--- src/rtl/dbloop_unit.sv ---
module dbloop_unit #(
  parameter bit COUNT_FIRST = 1'b0,
  parameter int AW = 32,
  parameter int CW = 16,
  parameter int DW = 16,
  parameter int STEP = 2
) (
  input  logic          clk,
  input  logic          rst_n,
  input  logic          in_valid,
  input  logic          cond_true,
  input  logic [AW-1:0] reg_in,
  input  logic [AW-1:0] pc_in,
  input  logic [DW-1:0] disp,
  output logic          out_valid,
  output logic [AW-1:0] reg_out,
  output logic          reg_we,
  output logic          branch_taken,
  output logic [AW-1:0] pc_next
);
  localparam logic [AW-1:0] STEP_V = AW'(STEP);

  wire [CW-1:0] low     = reg_in[CW-1:0];
  wire [CW-1:0] low_dec = low - 1'b1;
  wire          expired = (low == '0);
  wire [AW-1:0] target  = pc_in + {{(AW-DW){disp[DW-1]}}, disp};
  wire [AW-1:0] fall    = pc_in + STEP_V;

  logic do_dec, do_br;

  always_comb begin
    if (COUNT_FIRST) do_dec = expired | ~cond_true;
    else             do_dec = ~cond_true;
    do_br = do_dec & ~expired;
  end

  always_ff @(posedge clk) begin
    if (!rst_n) begin
      out_valid    <= 1'b0;
      reg_out      <= '0;
      reg_we       <= 1'b0;
      branch_taken <= 1'b0;
      pc_next      <= '0;
    end else begin
      out_valid <= in_valid;
      if (in_valid) begin
        reg_out      <= {reg_in[AW-1:CW], do_dec ? low_dec : low};
        reg_we       <= do_dec;
        branch_taken <= do_br;
        pc_next      <= do_br ? target : fall;
      end
    end
  end
endmodule

--- config.mk ---
export PLATFORM = sky130hd
export DESIGN_NAME = dbloop_unit
export DESIGN_NICKNAME = d
export VERILOG_FILES = /design/src/rtl/dbloop_unit.sv
export SDC_FILE = /design/constraint.sdc
export NUM_CORES = 1
export LEC_CHECK = 0
export ABC_AREA = 0
export BUFFER_PORTS_ARGS = -buffer_cell sky130_fd_sc_hd__buf_4
export CORE_MARGIN = 8
export CORE_UTILIZATION = 59
export CTS_BUF_LIST = sky130_fd_sc_hd__clkbuf_2 sky130_fd_sc_hd__clkbuf_4 sky130_fd_sc_hd__clkbuf_8
export DETAILED_ROUTE_END_ITERATION = 6
export PLACE_DENSITY = 0.93
export SLEW_MARGIN = 20
export SYNTH_ARGS = -nofsm -noshare
export SYNTH_HDL_FRONTEND = slang
export SYNTH_SLANG_ARGS = --single-unit
--- constraint.sdc ---
create_clock -name clk -period 5.05 [get_ports clk]
set_clock_uncertainty 0.05 [all_clocks]
set_input_delay 0.505 -clock clk [delete_from_list [all_inputs] [get_ports clk]]
set_output_delay 0.505 -clock clk [all_outputs]
set_load 0.05 [all_outputs]
==> results.md <==
- Worst r2r src: pc_next[25]$_SDFFE_PN0P_
- Post-CTS Setup Bufs: 0
- Data required, critical path: 5.24 ns
- Max-slew violations: 0
- Setup crit start kind: primary input
- Root Driver: clkbuf_8
- P&R area growth vs syn: 25.2%
- Count of flip-flops with a built-in enable after synthesis: 0
- Core Box Area: slightly below 9000 um^2
- Net Sw Power: about 690 uW
- Setup violations, final: 0
- Post-CTS Resized: 0
- CTS tree: built
- Via density: 6.28
- Slew margin rel.: 0.401
- # port buffers: 150
- CP Class: primary input to flip-flop
- Syn Nets: between 700 and 800
- First-pass GRT wire length: 28200 um
- Peak VDD IR: 0.000139 V
- YS warnings: 0
- Number of inserted diodes: 0
- FP Rows: 34
- CP max-delay cell: or4_1
- Predominant post-synthesis flop cell: dfxtp_1
- CP cell instances: buf_4, ha_1, fa_1, a21oi_1, nand4b_1, a21oi_2, o211ai_2, a31oi_1, or4_1, a32o_1
- Fin. Hold Viols: 0
- Largest net degree at the start of global routing: between 80 and 90
- Clk pwr share: 0.273
- Top achievable clock speed: 355 MHz
- Clock-pin slew on the worst setup and hold paths: 0.08 ns
- Leakage: between 0.002 and 0.003 uW
- Final wirelength: around 17000 um
- Cts hold-fix bufs: 0
- DP HPWL: roughly 13000 um
- Area fraction of the dominant cell type after synthesis: 0.253
- Worst Path Max Fanout: 5
- Post-synthesis register bit count: 67
- Cells after Synth: 662
- Int Pwr: between 1000 and 1500 uW
- Mapped Area: around 5300 um^2
- Die ar.: 12300 um^2
- Tightest Hold Check Type: primary input to flip-flop
- Die Wd: between 100 and 150 um
- DP Worst Slack: around 1.9 ns
- Num CTS Buffers: 9
- Grt ovf: 0
- Sequential element share of the synthesized area: 0.253
- DRC: 0
- Vias in the first global route: ~5800
- Layout cells sized above 1: 0.239
- Async S/R FF share, synth: 0
- Gpl congestion: roughly 0.9
- Pwr/cell area: approximately 260 nW/um^2
- Fin Setup TNS: 0 ns
- Worst EP arrival: ~3 ns
- Maxcap violations: 0
- NumNets Final: approximately 900
- Delay of the slowest critical-path stage: approximately 0.53 ns
- I/O pins: roughly 150
- Final setup margin: about 2.2 ns
- Syn avg cell area: 8.02 um^2
- TritonRoute pass-1 iters: 6
- Fin crit share: 0.558
- Clk_lat worst skew: around 0.34 ns
- Min-delay src: reg_in[31]
- Die Ht: approximately 110 um
- Clock tree buffer depth: 2
- Initial core utilization: 0.608
- Sw frac: 0.396
- DR vias: 5700
- Post-route antenna net violation count: 0
- Routed wire length per instance: 19.2 um
- Layout filler cell count: 655
- Area contributors post-synth: dfxtp_1 (25%), ha_1 (7.8%), nand2_1 (5.7%), xnor2_1 (5.6%), mux2i_1 (4.3%)
- Initial antenna violation count: 0
- Overall Global Routing Usage: 0.271
- H-Tree Depth: 3
- Status: finished, final reports clean
- Reg power frac: 0.341
- Worst-margin pin slew: 0.891 ns
- Starting DRC count in detailed routing: 282
- Worst setup EP type: flip-flop
- RSZ-0062 raised after global routing: no
- CTS sink count: 67
- CP Launch Point: pc_in[0]
- Yosys cell types: 74
- Crit path time final: 2.82 ns
- Comb power frac: 0.386
- Area leader, netlist: dfxtp_1
Yosys cell counts, types with 7 or more instances:
cell type  instances
a211oi_1          10
a21o_1            11
a21oi_1           45
a31oi_1           10
and3_1             7
clkbuf_1          21
dfxtp_1           67
ha_1              33
inv_1             14
mux2i_1           23
nand2_1           81
nand3_1           21
nand4_1           15
nor2_1            46
nor2b_1           22
nor3_1            13
o211a_1           13
o21ai_0           39
o221ai_1           7
xnor2_1           34
xor2_1            25
cells in the final DEF, fill, tap and decap left out, types with 14 or more instances in the layout:
| cell type | n |
|---|---|
| nor2b_1 | 22 |
| xor2_1 | 25 |
| ha_1 | 33 |
| nor2_1 | 46 |
| buf_4 | 153 |
| nand4_1 | 15 |
| mux2i_1 | 23 |
| nand3_1 | 21 |
| nand2_1 | 81 |
| o21ai_0 | 39 |
| dfxtp_1 | 67 |
| xnor2_1 | 34 |
| inv_1 | 14 |
| a21oi_1 | 45 |
critical path, delay by kind of cell:
kind                     cells  cell delay (ns)
adder cells (fa/ha/maj)      2             0.66
buffers and inverters        1             0.11
AO/OA/AOI/OAI                5             0.95
AND/OR/NAND/NOR              2             0.77
cell families after synthesis:
logic type	count (synthesis)	share of synthesized area
AND/OR/NAND/NOR	247	0.238
AO/OA/AOI/OAI	184	0.242
flip-flops	67	0.253
XOR/XNOR	59	0.0974
buffers and inverters	45	0.0389
adder cells (fa/ha/maj)	34	0.0816
multiplexers	26	0.0498
per-stage QoR:
stage,cell area (um^2),power [uW],hold slack [ns],utilization,instances
detailed placement,6440,1270,0.397,0.739,892
finish,6640,1740,0.365,0.762,908
global placement,6440,1250,0.391,0.739,892
global route,6640,1820,0.364,0.762,908
floorplan,5310,1050,0.608,-,662
CTS,6640,1740,0.363,0.762,908
registers in the layout (all words and copies together) (netlist names):
name / cells
reg_out: 32
pc_next: 32
branch_taken: 1
reg_we: 1
out_valid: 1
per-layer routing:
| metal | share of wire | track usage | vias up |
|---|---|---|---|
| li1 | - | - | 2689 |
| met1 | 0.38 | 0.294 | 2657 |
| met2 | 0.50 | 0.475 | 277 |
| met3 | 0.062 | 0.0476 | 77 |
| met4 | 0.058 | 0.174 | 0 |
| met5 | 0 | 0 | - |
final timing paths:
path / endpoint / slack, ns / depth (start not counted)
setup / recovery: pc_next[30]$_SDFFE_PN0P_ / 2.23 / 10
hold / removal: reg_out[31]$_SDFFE_PN0P_ / 0.37 / 3
setup reg to reg: pc_next[25]$_SDFFE_PN0P_ / 3.87 / 4
hold reg to reg: pc_next[9]$_SDFFE_PN0P_ / 0.41 / 2
layout make-up:
cell class / count / area, um^2 / area share
Inverter: 14 / 52.6 / 0.00791
Clock buffer: 9 / 124 / 0.0186
Timing Repair Buffer: 153 / 1150 / 0.173
Sequential cell: 67 / 1340 / 0.202
Tap cell: 108 / 135 / 0.0203
Clock inverter: 7 / 76.3 / 0.0115
Multi-Input combinational cell: 550 / 3760 / 0.567
power by group through the flow:
stage	registers [uW]	logic [uW]	clock network (uW)
floorplan	744	305	0
global route	598	717	500
finish	593	671	475
detailed placement	604	662	0
CTS	593	666	477
global placement	602	647	0
Note: power is estimated with default switching activity, not from simulation.
